### config.mk
export PLATFORM = sky130hd
export DESIGN_NAME = glcd_host_if
export DESIGN_NICKNAME = d
export VERILOG_FILES = /design/src/rtl/glcd_host_if.sv
export SDC_FILE = /design/constraint.sdc
export NUM_CORES = 1
export LEC_CHECK = 0
export ABC_AREA = 1
export BUFFER_PORTS_ARGS = -buffer_cell sky130_fd_sc_hd__buf_2
export CAP_MARGIN = 25
export CORE_MARGIN = 1
export CORE_UTILIZATION = 52
export DETAILED_ROUTE_END_ITERATION = 10
export GPL_TIMING_DRIVEN = 1
export PLACE_DENSITY_LB_ADDON = 0.2
export SLEW_MARGIN = 20
export SYNTH_ARGS = -nofsm -noshare
export SYNTH_HDL_FRONTEND = slang
export SYNTH_SLANG_ARGS = --single-unit
export TNS_END_PERCENT = 50
### constraint.sdc
create_clock -name clk -period 1.5 [get_ports clk]
set_input_delay 0.375 -clock clk [delete_from_list [all_inputs] [get_ports clk]]
set_output_delay 0.375 -clock clk [all_outputs]
set_load 0.01 [all_outputs]
### src/rtl/glcd_host_if.sv
module glcd_host_if #(
  parameter int COL_W    = 6,
  parameter int PAGE_W   = 3,
  parameter int BUSY_CYC = 2
) (
  input  logic                    clk,
  input  logic                    rst_n,
  input  logic                    cs_a_n,
  input  logic                    cs_b_n,
  input  logic                    cs_c,
  input  logic                    rs,
  input  logic                    rw,
  input  logic                    en,
  input  logic [7:0]              db_i,
  output logic [7:0]              db_o,
  output logic                    db_oe,
  input  logic                    mirror,
  output logic [PAGE_W+COL_W-1:0] ram_addr,
  output logic                    ram_we,
  output logic                    ram_re,
  output logic [7:0]              ram_wdata,
  input  logic [7:0]              ram_rdata,
  output logic                    disp_on,
  output logic [COL_W-1:0]        start_line
);

  localparam int BUSY_W = $clog2(BUSY_CYC + 1);

  logic              en_q, re_d;
  logic [BUSY_W-1:0] busy_cnt;
  logic [COL_W-1:0]  col;
  logic [PAGE_W-1:0] page;
  logic [7:0]        rd_latch;

  wire sel   = ~cs_a_n & ~cs_b_n & cs_c;
  wire fall  = en_q & ~en;
  wire busy  = busy_cnt != '0;
  wire wr_ok = fall & sel & ~rw & ~busy;
  wire rd_ok = fall & sel & rw & rs;
  wire [COL_W-1:0] map_col = mirror ? col : ~col;

  assign db_oe = sel & rw & en;
  assign db_o  = rs ? rd_latch : {busy, 1'b0, ~disp_on, ~rst_n, 4'b0000};

  always_ff @(posedge clk or negedge rst_n) begin
    if (!rst_n) begin
      en_q       <= 1'b0;
      re_d       <= 1'b0;
      busy_cnt   <= '0;
      col        <= '0;
      page       <= '0;
      rd_latch   <= '0;
      ram_addr   <= '0;
      ram_we     <= 1'b0;
      ram_re     <= 1'b0;
      ram_wdata  <= '0;
      disp_on    <= 1'b0;
      start_line <= '0;
    end else begin
      en_q   <= en;
      ram_we <= 1'b0;
      ram_re <= 1'b0;
      re_d   <= ram_re;
      if (re_d) rd_latch <= ram_rdata;
      if (busy) busy_cnt <= busy_cnt - 1'b1;
      if (wr_ok) begin
        busy_cnt <= BUSY_W'(BUSY_CYC);
        if (rs) begin
          ram_we    <= 1'b1;
          ram_addr  <= {page, map_col};
          ram_wdata <= db_i;
          col       <= col + 1'b1;
        end else begin
          casez (db_i)
            8'b0011111?: disp_on    <= db_i[0];
            8'b01??????: col        <= db_i[COL_W-1:0];
            8'b10111???: page       <= db_i[PAGE_W-1:0];
            8'b11??????: start_line <= db_i[COL_W-1:0];
            default: ;
          endcase
        end
      end
      if (rd_ok) begin
        ram_re   <= 1'b1;
        ram_addr <= {page, map_col};
        col      <= col + 1'b1;
      end
    end
  end

endmodule

Word-level counts from Yosys, hierarchy flattened
Cells that the tools add are included.
- $add $sub $neg: 2
- $mul: 0
- divide/modulo/power cells: 0
- magnitude comparators: 0
- eq/ne operators: 4
- shift operators: 0
- mux-type cells: 14
- bitwise logic cells: 19
- reduce and logical (&&, ||, !) cells: 11
- operator list (cell ; number):
    $mux 6 ; 5
    $mux 9 ; 3
    $and 1x1->1 ; 10
    $reduce_and 3->1 ; 3
    $mux 8 ; 1
    $not 1->1 ; 8
    $reduce_bool 2->1 ; 4
    $eq 7x5->1 const B ; 1
    $add 6x1->6 const B ; 1
    $not 6->6 ; 1
    $reduce_and 2->1 ; 3
    $eq 5x5->1 const B ; 1
    $mux 2 ; 2
    $mux 1 ; 3
    $reduce_bool 3->1 ; 1
    $eq 2x1->1 const B ; 1
    $eq 2x2->1 const B ; 1
    $sub 2x1->2 const B ; 1
- register bits after elaboration: 47
- latch bits: 0
- RAM bits: 0
- bits in read-only memories: 0
- memories: 0

Logic depth before layout (Yosys ltp)
Gate-level depths: netlist of the first run.
- depth after elaboration: 8
- gate-level depth with buffers: 9
- mapped depth without buffers: 9

Worst setup path after synthesis of the first run
Ideal clock, no wire load.
- kind: reg-to-output
- start point: register busy_cnt[0]
- end point: output port db_o[7]
- arrival: 0.984 ns
- path slack: 0.141 ns
- cell stages (with the launch flop): 6
- path buffers: 0
- path through: dfrtp_1 -> inv_1 -> ha_1 -> inv_1 -> nor2_1 -> a21oi_1
- longest elaborated chain between the ends: 2
- ends and longest elaborated chain (element ; line ; source):
    start: declaration ; 30 ; logic [BUSY_W-1:0] busy_cnt;
    start signal: assignment ; 65 ; if (busy) busy_cnt <= busy_cnt - 1'b1;
    start signal: assignment ; 67 ; busy_cnt <= BUSY_W'(BUSY_CYC);
    $reduce_bool 2->1 ; 37 ; wire busy = busy_cnt != '0;
    $mux 8 ; 43 ; assign db_o = rs ? rd_latch : {busy, 1'b0, ~disp_on, ~rst_n, 4'b0000};
    end: declaration ; 15 ; output logic [7:0] db_o,
Every way passes these cells.

Worst setup path in the final report of the first run
Ends and elaborated chain as after synthesis.

==> results.md, run 1 <==
* Status: complete, but fails checks
* Failing checks: negative setup slack
* Final Cycle Share at 108.6%
* Number of global-route vias before repair at around 1700
* CP max FO at 3
* #FFs+latches synth at 47
* Least-Margin Pin Slew at roughly 0.59 ns
* Layout cells sized above 1 at between 30 and 40%
* Fin. max-slew vios at 0
* Worst VDD drop at between 600 and 700 uV
* Clock Root Buffer: clkbuf_8
* Final setup TNS at -0.1288 ns
* Hold buffers post-CTS at 0
* # setup viols final at 1
* Max_slew headroom at 60.72%
* Max frequency at slightly above 0.6 GHz
* Synthesis-to-layout area growth at 22.93%
* Number of clock sinks at between 40 and 50
* Mapped Cells at ~260
* TritonCTS buffer count at 5
* Die area at approximately 4600 um2
* PortBufs at 59
* IO Pins at 60
* Setup crit end kind: primary output
* Min Tclk post-route at roughly 1.6 ns
* Placeable core region at slightly above 4000 um2
* Routed WL at ~4.7 mm
* Critical Path Start Type: flip-flop
* Grt ovf at 0
* Hpwl dp at about 3.5 mm
* Crit path required time at 1.12 ns
* Antenna violations before repair at 0
* Via Count at roughly 1900
* Final ANT Viol Nets at 0
* Worst-skew pair later-pin latency at between 0.2 and 0.3 ns
* Worst-path clk slew at 0.08 ns
* Worst hold path class: input pin to flip-flop
* Static Leakage at approximately 1.7 nW
* Unrepaired setup endpoints after global routing: yes
* DR iter-0 viols at 88
* First-pass GRT wire length at 7.624 mm
* Htree depth at 2
* Chip height at slightly below 70 um
* Synth warn at 0
* Power Density at ~1100 nW/um2
* Total track usage at between 20 and 25%
* Placement Rows at 23
* Worst Path Arrival at between 1 and 1.5 ns
* CTS max path bufs at 2
* Syn_area_per_cell at 8.681 um2
* Initial core utilization at 55.02%
* Post-Syn Nets at 286
* WS Path Type: flip-flop to primary output
* Diodes inserted at 0
* Vias per inst at between 4 and 5
* Final Worst Setup Slack at -0.1288 ns
* Max cap viols at 0
* Sequential area share after synthesis at 52.31%
* Distinct cells, synth at 27
* RD Place Congestion at 0.8056
* DRC at 0
* CTS tree: yes
* Fin. Hold Viols at 0
* Cell area after synthesis at ~2200 um2
* Die width at roughly 68 um
* First drt pass iteration count at 4
* Routed wire length per instance at about 13 um
* Final Power at about 3.0 mW
* Largest net degree at the start of global routing at 48
* Final nets at about 350
* Clk_skew at 0.005887 ns
==> kinds of logic (layout without fill, tap and decap cells) <==
| family | Yosys count | in the layout | synth area share (%) |
|---|---|---|---|
| simple gates | 138 | 138 | 27.43 |
| buf+inv | 36 | 104 | 6.900 |
| compound gates | 22 | 22 | 6.010 |
| fa+ha+maj | 2 | 2 | 1.113 |
| xor+xnor | 7 | 7 | 2.727 |
| flops | 47 | 47 | 52.31 |
| mux | 7 | 7 | 3.506 |
==> cells in the final DEF (no fill, tap or decap), types with 4 or more instances in the layout <==
cell type	instances
xor2_1	6
nand2_2	4
mux2_2	7
nand2_1	88
clkbuf_8	6
inv_2	4
nand3_1	26
o21ai_2	4
inv_1	23
dfrtp_1	47
buf_2	59
nor2_1	6
o21ai_0	12
buf_4	9
==> per-layer routing <==
layer | part of all wire (%) | track usage, %
met3 | 6.1 | 5.405
met4 | 0.78 | 6.383
met1 | 47 | 30.25
met2 | 46 | 37.50
met5 | 0 | 0
==> cell usage after synthesis, drive strengths merged <==
| cell type | instances | share of area (%) |
|---|---|---|
| xor2 | 6 | 2.3 |
| inv | 27 | 4.5 |
| xnor2 | 1 | 0.39 |
| nor2 | 11 | 2.5 |
| o211ai | 1 | 0.56 |
| mux2 | 7 | 3.5 |
| nand4 | 3 | 0.83 |
| nand3 | 28 | 6.7 |
| o21ai | 19 | 4.9 |
| dfrtp | 47 | 52 |
| o21bai | 1 | 0.33 |
| a21oi | 1 | 0.22 |
| nor3 | 1 | 0.22 |
| clkbuf | 2 | 0.33 |
| ha | 2 | 1.1 |
| buf | 7 | 2.1 |
| nand2 | 95 | 17 |
==> power breakdown <==
group	internal, mW	switching (mW)
combinational	0.319	0.395
sequential	1.44	0.125
clock	0.362	0.392
total	2.12	0.912
==> stage by stage <==
step | cells | hold slack (ns) | util, % | cell area, um2 | setup WS, ns
after global placement | 369 | 0.3673 | 64.91 | 2653 | 0.07383
after CTS | 376 | 0.2052 | 67.39 | 2754 | -0.1521
final | 377 | 0.2116 | 67.64 | 2764 | -0.1288
after floorplan | 259 | 0.07941 | - | 2248 | 0.1409
after detailed placement | 369 | 0.3710 | 64.91 | 2653 | 0.02434
after global routing | 377 | 0.2075 | 67.64 | 2764 | -0.1911
==> worst max-delay path: stages, from the launching register on <==
cell and delay, ns:
dfrtp_1 0.39, inv_1 0.06, ha_2 0.18, inv_2 0.05, nor2_4 0.11, a21oi_2 0.04
buf_2 0.13
==> final cells by class <==
type | count | area (um2)
Sequential cell | 47 | 1176
Clock inverter | 1 | 5.005
Clock buffer | 6 | 82.58
Timing Repair Buffer | 70 | 402.9
Multi-Input combinational cell | 176 | 933.4
Tap cell | 50 | 62.56
Fill cell | 353 | 1323
Inverter | 27 | 101.3
==> final timing paths <==
kind | start | to | slack (ns) | depth (start not counted)
hold reg to reg | ram_re$_DFF_PN0_ | re_d$_DFF_PN0_ | 0.39 | 0
hold / removal | en | en_q$_DFF_PN0_ | 0.21 | 1
setup / recovery | busy_cnt[0]$_DFFE_PN0P_ | db_o[7] | -0.13 | 6
setup reg to reg | busy_cnt[0]$_DFFE_PN0P_ | ram_wdata[2]$_DFFE_PN0P_ | 0.06 | 9
min in group asynchronous | rst_n | ram_addr[3]$_DFFE_PN0P_ | 0.24 | 2
max in group asynchronous | rst_n | ram_wdata[0]$_DFFE_PN0P_ | 0.86 | 2
==> repair_timing <==
action	CTS	global route
pin swaps	0	1
resized for setup	5	1
setup buffers	0	1
setup endpoints to repair	1	12
==> sequential cells by signal, summed over array words and instances, names as in the netlist <==
name / flops
en_q: 1
col: 6
ram_addr: 9
rd_latch: 8
ram_we: 1
ram_wdata: 8
ram_re: 1
busy_cnt: 2
start_line: 6
disp_on: 1
page: 3
re_d: 1
Power figures use the tool's default switching activity.
==> run 2: changes to the inputs <==
==> constraint.sdc (replaced) <==
create_clock -name clk -period 1.6 [get_ports clk]
set_input_delay 0.4 -clock clk [delete_from_list [all_inputs] [get_ports clk]]
set_output_delay 0.4 -clock clk [all_outputs]
set_load 0.01 [all_outputs]
==> results.md, run 2 (synthesis gave the netlist of run 1 again) <==
* Initial core utilization at 55.02% (unchanged)
* Reg with most FFs: ram_addr
* Critical Path Start Type: flip-flop
* DRC at 0 (unchanged)
* Sw Pwr at 886.1 uW (-2.9%)
* Largest net degree at the start of global routing at 48 (unchanged)
* Largest regs: ram_addr: 9 flops, ram_wdata: 8 flops, rd_latch: 8 flops
* Max frequency at around 0.6 GHz
* Final Power at 2.900 mW (-4.3%)
* Commonest cells after routing, fill and taps aside: 89 x nand2_1, 59 x buf_2, 47 x dfrtp_1
* Clk_skew at 0.008356 ns (+0.002469 ns)
* Worst-path clk slew at 0.07 ns (about the same)
* CTS tree: yes
* IO Pins at 60 (unchanged)
* Worst VDD drop at 641.4 uV (-6.2%)
* Diodes inserted at 0 (unchanged)
* Via Count at 1907 (+1.4%)
* Min Tclk post-route at 1.683 ns
* Max reg flops at 9 (unchanged)
* Static Leakage at 1.640 nW (-0.69%)
* DR iter-0 viols at 92 (+4.5%)
* Routed wire length per instance at 12.73 um (+1.4%)
* Final Util at 67.09% (-0.55 points)
* Fin. Hold Viols at 0 (unchanged)
* Placement Rows at 23 (unchanged)
* Most common cell after layout, fill and taps aside: nand2_1
* Total track usage at 23.26% (+0.28 points)
* Worst Path Arrival at 1.28 ns (+0.03 ns)
* CP max FO at 2 (-1)
* First-pass GRT wire length at 7.679 mm (+0.72%)
* Failing checks: negative setup slack
* Clock network fraction of total power at 24.7% (-0.2 points)
* Crit path required time at 1.20 ns (+0.08 ns)
* # setup viols final at 1 (unchanged)
* # fillers at 376 (+6.5%)
* CTS max path bufs at 2 (unchanged)
* Post-DP Area at 2618 um2 (-1.3%)
* Clock Root Buffer: clkbuf_8
* PortBufs at 59 (unchanged)
* WS Path Type: flip-flop to primary output
* Vias per inst at 5.072 (+1.7%)
* Synthesis-to-layout area growth at 21.93%
* Power Density at 1058 nW/um2 (-3.5%)
* Switching Share at 30.56% (+0.45 points)
* Antenna violations before repair at 0 (unchanged)
* First drt pass iteration count at 6 (+2)
* Max_slew headroom at 57.78% (-2.9 points)
* Setup crit end kind: primary output
* Die area at 4591 um2 (unchanged)
* Worst hold path class: input pin to flip-flop
* Combinational share of power at 24.8% (+1.2 points)
* Unrepaired setup endpoints after global routing: yes
* Layout cells sized above 1 at 32.82% (-0.51 points)
* Final ANT Viol Nets at 0 (unchanged)
* Least-Margin Pin Slew at 0.6314 ns (+0.04223 ns)
* TritonCTS buffer count at 5 (unchanged)
* Grt ovf at 0 (unchanged)
* Fin area at 2741 um2 (-0.81%)
* Hpwl dp at 3.436 mm (-2.7%)
* Cell Int Power at 2.014 mW (-4.9%)
* Number of clock sinks at 47 (unchanged)
* Htree depth at 2 (unchanged)
* Max cap viols at 0 (unchanged)
* Die width at 67.76 um (unchanged)
* WHS at 0.2273 ns (+0.01573 ns)
* Final Worst Setup Slack at -0.08260 ns (+0.04623 ns)
* Number of global-route vias before repair at 1707 (+2.0%)
* Seq pwr share at 50.5% (-1.0 points)
* Placeable core region at 4086 um2 (unchanged)
* Fin. max-slew vios at 0 (unchanged)
* Final Cycle Share at 105.2%
* Status: complete, but fails checks
* Worst-skew pair later-pin latency at 0.30 ns (about the same)
* Final nets at 353 (-0.28%)
* Chip height at 67.76 um (unchanged)
* RD Place Congestion at 0.8124 (+0.84%)
* Routed WL at 4.787 mm (+1.1%)
-- run 2: cell types whose count changed in the layout (fill, tap and decap cells not counted) --
cell	delta
nand2_2	-1
buf_12	-1
nand2_1	+1
-- run 2: final cells by class --
class | instances | area [um2] | area share [%]
Sequential cell | 47 | 1176 | 42.90
Multi-Input combinational cell | 176 | 930.9 | 33.96
Timing Repair Buffer | 69 | 382.9 | 13.97
Inverter | 27 | 101.3 | 3.697
Clock buffer | 6 | 82.58 | 3.012
Tap cell | 50 | 62.56 | 2.282
Clock inverter | 1 | 5.005 | 0.1826
-- run 2: path summary, 6_finish.rpt --
kind,cells after the start,slack [ns],end,startpoint
worst max-delay path,6,-0.08,db_o[7],busy_cnt[0]$_DFFE_PN0P_
worst min-delay path,1,0.23,en_q$_DFF_PN0_,en
worst max register to register,7,0.02,col[5]$_DFFE_PN0P_,busy_cnt[0]$_DFFE_PN0P_
worst min register to register,0,0.38,re_d$_DFF_PN0_,ram_re$_DFF_PN0_
max in group asynchronous,2,0.96,page[0]$_DFFE_PN0P_,rst_n
min in group asynchronous,2,0.25,ram_addr[2]$_DFFE_PN0P_,rst_n
-- run 2: critical path, cell delays in order, from the launching register on --
cell,delay [ns]
dfrtp_1,0.39
inv_1,0.06
ha_2,0.19
inv_2,0.05
nor2_4,0.11
a21oi_2,0.04
buf_2,0.13
-- run 2: power by group through the flow --
stage          logic [mW]  clock network (mW)  registers (mW)
6_report            0.719               0.716            1.46
5_1_grt             0.818               0.775            1.48
4_1_cts             0.701               0.735            1.46
3_5_place_dp        0.634                   0            1.49
3_3_place_gp        0.612                   0            1.48
2_1_floorplan       0.348                   0            1.49
-- run 2: through the flow --
step / worst slack [ns] / TNS [ns] / cells
after global placement: 0.1225 / 0 / 366
after detailed placement: 0.08589 / 0 / 366
final: -0.08260 / -0.08260 / 376
after global routing: -0.1218 / -0.8872 / 376
after CTS: -0.08570 / -0.08570 / 375
after floorplan: 0.2159 / 0 / 259
-- run 2: layer usage --
| layer | global-route usage [%] | up-vias | share of wire [%] | wire (um) |
|---|---|---|---|---|
| met4 | 12.23 | 0 | 2.7 | 129 |
| met2 | 36.76 | 52 | 46 | 2224 |
| met5 | 0 | - | 0 | 0 |
| met3 | 5.068 | 12 | 4.5 | 214 |
| li1 | - | 951 | - | - |
| met1 | 29.64 | 892 | 46 | 2219 |
-- run 2: what timing repair did --
| action | CTS | global route |
|---|---|---|
| resized for setup | 5 | 0 |
| hold buffers | 0 | 0 |
| gates cloned | 0 | 0 |
| pin swaps | 2 | 2 |
| buffers inserted | 2 | 1 |
| endpoints found under the setup margin | 1 | 16 |
==> run 3: changes to the inputs <==
--- a/config.mk
+++ b/config.mk
@@ -7,12 +7,12 @@
 export LEC_CHECK = 0
 export ABC_AREA = 1
 export BUFFER_PORTS_ARGS = -buffer_cell sky130_fd_sc_hd__buf_2
-export CAP_MARGIN = 25
 export CORE_MARGIN = 1
 export CORE_UTILIZATION = 52
 export DETAILED_ROUTE_END_ITERATION = 10
 export GPL_TIMING_DRIVEN = 1
 export PLACE_DENSITY_LB_ADDON = 0.2
+export RECOVER_POWER = 25
 export SLEW_MARGIN = 20
 export SYNTH_ARGS = -nofsm -noshare
 export SYNTH_HDL_FRONTEND = slang
==> results.md, run 3 (synthesis gave the netlist of run 1 again) <==
* Status: complete, but fails checks
* Failing checks: negative setup slack
* Post-DP Area at 2618 um2 (unchanged)
* Chip height at 67.76 um (unchanged)
* Vias per inst at 5.056 (-0.31%)
* CP bufs+invs at 3 (unchanged)
* DR iter-0 viols at 91 (-1.1%)
* Routed wire length per instance at 12.72 um (about the same)
* Worst hold path class: input pin to flip-flop
* Htree depth at 2 (unchanged)
* Worst-path clk slew at 0.07 ns (about the same)
* First-pass GRT wire length at 7.679 mm (unchanged)
* RD Place Congestion at 0.8124 (unchanged)
* Reg with most FFs: ram_addr
* Most common cell after layout, fill and taps aside: nand2_1
* Grt ovf at 0 (unchanged)
* Placeable core region at 4086 um2 (unchanged)
* Fin area at 2736 um2 (-0.18%)
* Via Count at 1901 (-0.31%)
* Number of clock sinks at 47 (unchanged)
* Synthesis-to-layout area growth at 21.70%
* Final Power at 2.899 mW (about the same)
* # fillers at 378 (+0.53%)
* Worst VDD drop at 641.5 uV (about the same)
* Final setup TNS at -0.08368 ns (-0.001086 ns)
* Clock Root Buffer: clkbuf_8
* CP Cell Sequence: inv_1 -> ha_2 -> inv_2 -> nor2_4 -> a21oi_2 -> buf_2
* Setup crit end kind: primary output
* Hold buffers post-CTS at 0 (unchanged)
* Commonest cells after routing, fill and taps aside: 89 x nand2_1, 57 x buf_2, 47 x dfrtp_1
* WS Path Type: flip-flop to primary output
* PortBufs at 59 (unchanged)
* Largest regs: ram_addr: 9 flops, ram_wdata: 8 flops, rd_latch: 8 flops
* Die width at 67.76 um (unchanged)
* TritonCTS buffer count at 5 (unchanged)
* CTS tree: yes
* Fin. max-slew vios at 0 (unchanged)
* Max cap viols at 0 (unchanged)
* Number of global-route vias before repair at 1707 (unchanged)
* Final Worst Setup Slack at -0.08368 ns (-0.001086 ns)
* IO Pins at 60 (unchanged)
* Critical Path Start Type: flip-flop
* Max_slew headroom at 24.83% (-33 points)
* Static Leakage at 1.634 nW (-0.38%)
* Die area at 4591 um2 (unchanged)
* Placement Rows at 23 (unchanged)
* Largest net degree at the start of global routing at 48 (unchanged)
* Power Density at 1060 nW/um2 (+0.16%)
* Placed Instances at 366 (unchanged)
* Worst-skew pair later-pin latency at 0.30 ns (about the same)
* CTS max path bufs at 2 (unchanged)
* Crit path required time at 1.20 ns (about the same)
* Max frequency at 0.5939 GHz (about the same)
* Fin cells at 376 (unchanged)
* Layout cells sized above 1 at 32.21% (-0.61 points)
* Initial core utilization at 55.02% (unchanged)
* # setup viols final at 1 (unchanged)
* Antenna violations before repair at 0 (unchanged)
* Total track usage at 23.26% (unchanged)
* Least-Margin Pin Slew at 1.128 ns (+0.4961 ns)
* Final nets at 353 (unchanged)
* Min Tclk post-route at 1.684 ns (+0.001086 ns)
* CP max FO at 2 (unchanged)
* Final Cycle Share at 105.2% (about the same)
* Final ANT Viol Nets at 0 (unchanged)
* DRC at 0 (unchanged)
* Diodes inserted at 0 (unchanged)
* Worst Path Arrival at 1.28 ns (about the same)
* First drt pass iteration count at 6 (unchanged)
* Clk_skew at 0.008325 ns (-0.00003123 ns)
* Routed WL at 4.784 mm (about the same)
* Worst path top cell family by delay: flip-flops
* Fin. Hold Viols at 0 (unchanged)
* CP peak stage delay at 0.39 ns (about the same)
* Unrepaired setup endpoints after global routing: yes
* Slowest cell on crit path: dfrtp_1
* Hpwl dp at 3.436 mm (unchanged)
* Max reg flops at 9 (unchanged)
run 3: changes by cell type in the layout (fill, tap and decap cells not counted), sizes merged:
cell and change:
buf -3, clkbuf +3
run 3: area by class of cell:
class	instances	area [um2]	share of cell area [%]
timing repair buffer	69	377.9	13.81
clock buffer	6	82.58	3.018
clock inverter	1	5.005	0.1829
multi-input combinational	176	930.9	34.02
sequential	47	1176	42.98
tap	50	62.56	2.286
inverter	27	101.3	3.704
run 3: power breakdown:
| part | switching (mW) | total [mW] | internal (mW) |
|---|---|---|---|
| Combinational | 0.391 | 0.717 | 0.326 |
| Clock | 0.378 | 0.717 | 0.339 |
| Sequential | 0.117 | 1.46 | 1.35 |
| Total | 0.887 | 2.90 | 2.01 |
run 3: worst reg2reg max path, stage by stage, from the launching register on:
cell and delay, ns:
dfrtp_1 0.37, inv_1 0.05, ha_2 0.19, buf_4 0.14, o211ai_2 0.51, nand2_1 0.10
nand2_1 0.08, nand2_1 0.05
run 3: through the flow:
stage | worst slack, ns | hold WS (ns) | utilization [%]
2_1_floorplan | 0.2159 | 0.1044 | -
3_3_place_gp | 0.1225 | 0.3594 | 64.05
3_5_place_dp | 0.08589 | 0.3610 | 64.05
4_1_cts | -0.08570 | 0.2227 | 66.90
5_1_grt | -0.1218 | 0.2324 | 66.96
6_report | -0.08368 | 0.2328 | 66.96
run 3: path summary, 6_finish.rpt:
path                            cells past startpoint                      end               startpoint  slack (ns)
worst min register to register                      0           re_d$_DFF_PN0_         ram_re$_DFF_PN0_        0.38
min in group asynchronous                           2  ram_addr[4]$_DFFE_PN0P_                    rst_n        0.55
max in group asynchronous                           2      page[0]$_DFFE_PN0P_                    rst_n        0.37
worst min-delay path                                1           en_q$_DFF_PN0_                       en        0.23
worst max-delay path                                6                  db_o[7]  busy_cnt[0]$_DFFE_PN0P_       -0.08
worst max register to register                      7       col[5]$_DFFE_PN0P_  busy_cnt[0]$_DFFE_PN0P_        0.02
run 3: what timing repair did:
item | in CTS | in global routing
resized for setup | 5 | 0
buffers inserted | 2 | 1
pin swaps | 2 | 2
hold endpoints to repair | 0 | 0
endpoints found under the setup margin | 1 | 16
run 3: per-layer routing:
layer	up-vias	share of wire, %	GRT usage, %
li1	951	-	-
met1	888	46	29.64
met2	50	47	36.76
met3	12	4.2	5.068
met4	0	2.7	12.23
met5	-	0	0
